[src/rtl/sliced_mul_pipe.sv]
module sliced_mul_pipe #(
  parameter int OPW = 35,
  parameter int LOW = 17,
  parameter int EXTRA_STAGES = 1
) (
  input  logic                  clk,
  input  logic                  rst_n,
  input  logic                  in_valid,
  input  logic [OPW-1:0]        op_a,
  input  logic [OPW-1:0]        op_b,
  output logic                  out_valid,
  output logic signed [2*OPW-1:0] product
);
  localparam int SW  = OPW - LOW;
  localparam int MW  = 2 * SW;
  localparam int PW  = 2 * OPW;
  localparam int LAT = 5 + EXTRA_STAGES;

  function automatic logic signed [SW-1:0] lo_of(input logic [OPW-1:0] x);
    return signed'(SW'(x[LOW-1:0]));
  endfunction

  function automatic logic signed [SW-1:0] hi_of(input logic [OPW-1:0] x);
    return signed'(x[OPW-1:LOW]);
  endfunction

  function automatic logic signed [MW-1:0] smul(input logic signed [SW-1:0] x,
                                               input logic signed [SW-1:0] y);
    logic signed [MW-1:0] xe, ye;
    xe = MW'(x);
    ye = MW'(y);
    return xe * ye;
  endfunction

  logic [OPW-1:0] a_d [3];
  logic [OPW-1:0] b_d [3];
  logic signed [MW-1:0] m_ll, m_lh, m_hl, m_hh;
  logic signed [PW-1:0] s1, s2, s3;
  logic [LAT-1:0] vq;

  always_ff @(posedge clk) begin
    a_d[0] <= op_a;
    b_d[0] <= op_b;
    for (int k = 1; k < 3; k++) begin
      a_d[k] <= a_d[k-1];
      b_d[k] <= b_d[k-1];
    end
  end

  always_ff @(posedge clk) begin
    m_ll <= smul(lo_of(a_d[0]), lo_of(b_d[0]));
    m_lh <= smul(lo_of(a_d[0]), hi_of(b_d[0]));
    m_hl <= smul(hi_of(a_d[1]), lo_of(b_d[1]));
    m_hh <= smul(hi_of(a_d[2]), hi_of(b_d[2]));
  end

  always_ff @(posedge clk) begin
    s1 <= PW'(m_ll) + (PW'(m_lh) <<< LOW);
    s2 <= s1 + (PW'(m_hl) <<< LOW);
    s3 <= s2 + (PW'(m_hh) <<< (2 * LOW));
  end

  generate
    if (EXTRA_STAGES == 0) begin : g_direct
      assign product = s3;
    end else begin : g_outpipe
      logic signed [PW-1:0] opipe [EXTRA_STAGES];
      always_ff @(posedge clk) begin
        opipe[0] <= s3;
        for (int k = 1; k < EXTRA_STAGES; k++) opipe[k] <= opipe[k-1];
      end
      assign product = opipe[EXTRA_STAGES-1];
    end
  endgenerate

  always_ff @(posedge clk) begin
    if (!rst_n) vq <= '0;
    else        vq <= {vq[LAT-2:0], in_valid};
  end

  assign out_valid = vq[LAT-1];

  function automatic logic signed [PW-1:0] full_ref(input logic [OPW-1:0] x,
                                                    input logic [OPW-1:0] y);
    logic signed [PW-1:0] xe, ye;
    xe = PW'(signed'(x));
    ye = PW'(signed'(y));
    return xe * ye;
  endfunction

  function automatic logic signed [PW-1:0] top_ref(input logic [OPW-1:0] x,
                                                   input logic [OPW-1:0] y);
    logic signed [PW-1:0] xe, ye;
    xe = PW'(signed'(x[OPW-1:LOW]));
    ye = PW'(signed'(y[OPW-1:LOW]));
    return (xe * ye) <<< (2 * LOW);
  endfunction

  function automatic logic signed [PW-1:0] cross2_ref(input logic [OPW-1:0] x,
                                                      input logic [OPW-1:0] y);
    logic signed [PW-1:0] xe, ye;
    xe = PW'(signed'(x[OPW-1:LOW]));
    ye = signed'(PW'(y[LOW-1:0]));
    return (xe * ye) <<< LOW;
  endfunction

  a_r1_full_product: assert property (@(posedge clk) disable iff (!rst_n)
    vq[4] |-> s3 == $past(full_ref(a_d[2], b_d[2]), 2));

  a_r9_sum_after_cross: assert property (@(posedge clk) disable iff (!rst_n)
    vq[3] |-> s2 == $past(full_ref(a_d[1], b_d[1]) - top_ref(a_d[1], b_d[1]), 2));

  a_r9_sum_after_first: assert property (@(posedge clk) disable iff (!rst_n)
    vq[2] |-> s1 == $past(full_ref(a_d[0], b_d[0]) - top_ref(a_d[0], b_d[0])
                          - cross2_ref(a_d[0], b_d[0]), 2));

  a_r4_quiet_after_reset: assert property (@(posedge clk) disable iff (!rst_n)
    $rose(rst_n) |-> !out_valid);

  a_r7_zero_operand: assert property (@(posedge clk) disable iff (!rst_n)
    (vq[4] && $past(a_d[2] == '0, 2)) |-> s3 == '0);
endmodule

[config.mk]
export PLATFORM = sky130hd
export DESIGN_NAME = sliced_mul_pipe
export DESIGN_NICKNAME = d
export VERILOG_FILES = /design/src/rtl/sliced_mul_pipe.sv
export SDC_FILE = /design/constraint.sdc
export NUM_CORES = 2
export LEC_CHECK = 0
export ABC_CLOCK_PERIOD_IN_PS = 7700
export BUFFER_PORTS_ARGS = -buffer_cell sky130_fd_sc_hd__clkbuf_2
export CAP_MARGIN = 0
export CELL_PAD_IN_SITES_DETAIL_PLACEMENT = 0
export CELL_PAD_IN_SITES_GLOBAL_PLACEMENT = 2
export CORE_MARGIN = 2
export CORE_UTILIZATION = 30
export CTS_BUF_LIST = sky130_fd_sc_hd__clkbuf_4 sky130_fd_sc_hd__clkbuf_8 sky130_fd_sc_hd__clkbuf_16
export DETAILED_ROUTE_END_ITERATION = 8
export PLACE_DENSITY = 0.66
export SLEW_MARGIN = 20
export SYNTH_ARGS = -nofsm -noshare
export SYNTH_HDL_FRONTEND = slang
export SYNTH_SLANG_ARGS = --single-unit
[constraint.sdc]
create_clock -name clk -period 7.7 [get_ports clk]
set_clock_uncertainty 0.15 [all_clocks]
set_input_delay 1.54 -clock clk [delete_from_list [all_inputs] [get_ports clk]]
set_output_delay 1.54 -clock clk [all_outputs]
set_load 0.02 [all_outputs]
==> results.ini <==
[synth]
synthFlopType = dfxtp_1
ys_ff_latch = 571
syn_area_um2 = 59250
synthMuxAreaShare_pct = 0.01689
synth_cells = 6111
synth-compound-area-share_pct = 5.955
synth-async-reset-ratio_pct = 0
synth_edf_count = 0
synth.distinct_cells = 72
synth_adder_area_share_pct = 48.19
synth-xor-area-share_pct = 3.296
synth-simple-area-share_pct = 13.50
synth_top_family_by_area = adder cells
avgSynthCellArea_um2 = 9.696
yosysTopAreaCell = fa_1
synth_top_area_share_pct = 37.40
syn_nets = 7802
yosys_warnings = 0
yosys-top-cells-area = fa_1 37%, dfxtp_1 19%, ha_1 11%, inv_1 8.5%, and2_1 6.1%
synth-seq-area-share_pct = 19.29

[placed_design]
portBuffers = 143
place.gp.congestion = 0.8288
hpwl_um = 135700

[critical_path]
crit_path_max_fanout = 10
rrSetupSlack_ns = 0.35
crit_type = register to register
worstReg2RegEnd = m_hl[35]
cp-startpoint = b_d[0][38]
worstPathRequired_ns = 8.05
crit_path_end_kind = register
crit_arrival_ns = 7.70
crit_end = m_hl[35]
r2r-start = b_d[0][38]
critPathLaunchType = register
rr_worst_depth = 21

[timing]
tightest_slew_ns = 1.059
max-slew-margin-rel_pct = 29.32
rsz0062_at_grt = no
period_share_pct = 95.44
finalSetupViolCount = 0
finalMaxSlewViolations = 0
fmax_mhz = 136.1
hold_viol = 0
final.min_clock_period_ns = 7.349
fin_setup_tns_ns = 0

[floorplan]
die_h_um = 448.4
core.rowCount = 163
initial_utilization_pct = 30.11
dieArea_um2 = 201100
io_pins = 144
core_um2 = 196800
fp.dieW_um = 448.4

[clock_tree]
clock_latency_ns = 0.68
clkTransAtPathRegs_ns = 0.06
clock_tree.buffer_depth = 3
htree_num_levels = 3
post-cts-setup-buffers = 0
clock-sinks = 571
tritoncts = done
cts-root-buf = clkbuf_16
numCtsBuffers = 74

[final_layout]
final_cell_mix = 1347 x inv_1, 1107 x fa_1, 696 x nand2_1, 581 x and2_1, 566 x dfxtp_1
nets = 7965
area_growth_pct = 11.57
fill_cells = 20300
drive_gt1_share_pct = 6.794
layout_commonest_cell = inv_1

[global_routing]
grt.overflow.total = 0
grt_start_max_net_pins = 29
grt_pass1_wl_um = 258000
grtUsageTotal_pct = 16.74
grt_pass1_vias = 43740
antenna_found_initial = 18

[route]
wl_per_cell_um = 18.13
drtIter0Drc = 1679
drc = 0
wl_um = 162700
vias_per_cell = 4.396
firstDrtPassIters = 6
ant_nets = 0
vias = 39450

[min_path]
min_path_type = register to register

[status]
status = finished clean

[flow_run]
drv_cap = 0

==> worst max-delay path, cell delays in order (launching register included) <==
cell and delay [ns]:
dfxtp_1 0.80, buf_4 0.32, and2_1 0.17, fa_1 0.42, fa_1 0.51, ha_1 0.21
fa_1 0.48, inv_1 0.05, fa_1 0.50, fa_1 0.50, inv_1 0.05, ha_1 0.32
o21a_1 0.21, o21a_1 0.25, and4_1 0.22, o21ai_0 0.14, a21oi_1 0.27, o21ai_0 0.31
nand2_1 0.12, o31ai_1 0.47, mux2i_1 0.14, a2111oi_0 0.54
==> routing by layer <==
metal  track usage (%)  routed length [um]  vias to the layer above
li1                  -                   -                    18650
met1             22.78               76160                    20070
met2             28.35               77560                      577
met3             2.077                5852                      153
met4             3.682                3103                       10
met5                 0                  57                        -
==> per-stage QoR <==
step / util [%] / hold slack [ns] / instances / setup slack (ns) / cell area [um^2]
2_1_floorplan: - / 0.1596 / 6111 / 1.055 / 59250
3_3_place_gp: 32.31 / 0.1602 / 8838 / 0.2453 / 63590
3_5_place_dp: 32.31 / 0.1621 / 8838 / 0.4001 / 63590
4_1_cts: 33.58 / 0.1726 / 8969 / 0.3492 / 66090
5_1_grt: 33.59 / 0.1760 / 8970 / 0.02407 / 66100
6_report: 33.59 / 0.1707 / 8974 / 0.3512 / 66110
==> registers in the layout, indices dropped and copies added (netlist names) <==
signal	flops
a_d	71
m_hl	36
s1	54
m_hh	36
m_ll	34
m_lh	36
b_d	88
vq	6
g_outpipe.opipe	70
s2	70
s3	70
==> how the worst min path moves through the flow <==
stage | start | to | cells after the start
floorplan | a_d[0][17] | a_d[0][52] | 0
global placement | s3[26] | g_outpipe.opipe[0][26] | 0
detailed placement | s3[11] | g_outpipe.opipe[0][11] | 0
CTS | s3[25] | g_outpipe.opipe[0][25] | 0
global route | b_d[0][66] | b_d[0][101] | 0
finish | s2[6] | s3[6] | 0
==> cell usage after synthesis (3+ instances only) <==
library cell,count
o21ai_1,14
nor3_1,33
and3_1,22
a221oi_1,3
clkbuf_1,185
a31oi_1,12
a211oi_1,22
a31o_2,5
nand2b_1,39
nand2_1,696
o22ai_1,4
nor2_1,147
o211ai_1,12
a21oi_1,153
o21bai_1,24
nor2b_1,27
a211o_1,8
dfxtp_1,571
o211a_1,3
inv_1,1347
a21o_1,94
xor2_1,63
xnor2_1,160
nand3_1,39
o21a_1,42
or2_2,4
or3_1,13
a2111oi_0,11
o31a_1,6
a221o_1,5
nand4_1,8
o41ai_1,3
and2_1,581
ha_1,511
o31ai_1,9
buf_1,4
and4_1,4
fa_1,1107
o21ai_0,72
nor4_1,4
==> kinds of logic after synthesis <==
family / count (synthesis)
compound gates: 533
xor+xnor: 223
fa+ha+maj: 1618
buf+inv: 1538
flops: 571
mux: 1
simple gates: 1627
==> area by class of cell <==
cell class,instances,area (um^2),area share [%]
Antenna cell,5,12.51,0.01893
Clock inverter,32,359.1,0.5432
Sequential cell,571,11440,17.30
Multi-Input combinational cell,4002,42050,63.60
Tap cell,2640,3303,4.996
Clock buffer,99,2145,3.244
Timing Repair Buffer,277,1747,2.642
Inverter,1348,5060,7.654
==> repair_timing <==
action                     in CTS  in global routing
hold buffers                    0                  0
setup endpoints to repair       0                  2
gates resized for setup         0                  4
Power is not shown: default switching activity piles up to over one toggle a cycle in this logic, so the estimate is an artifact.
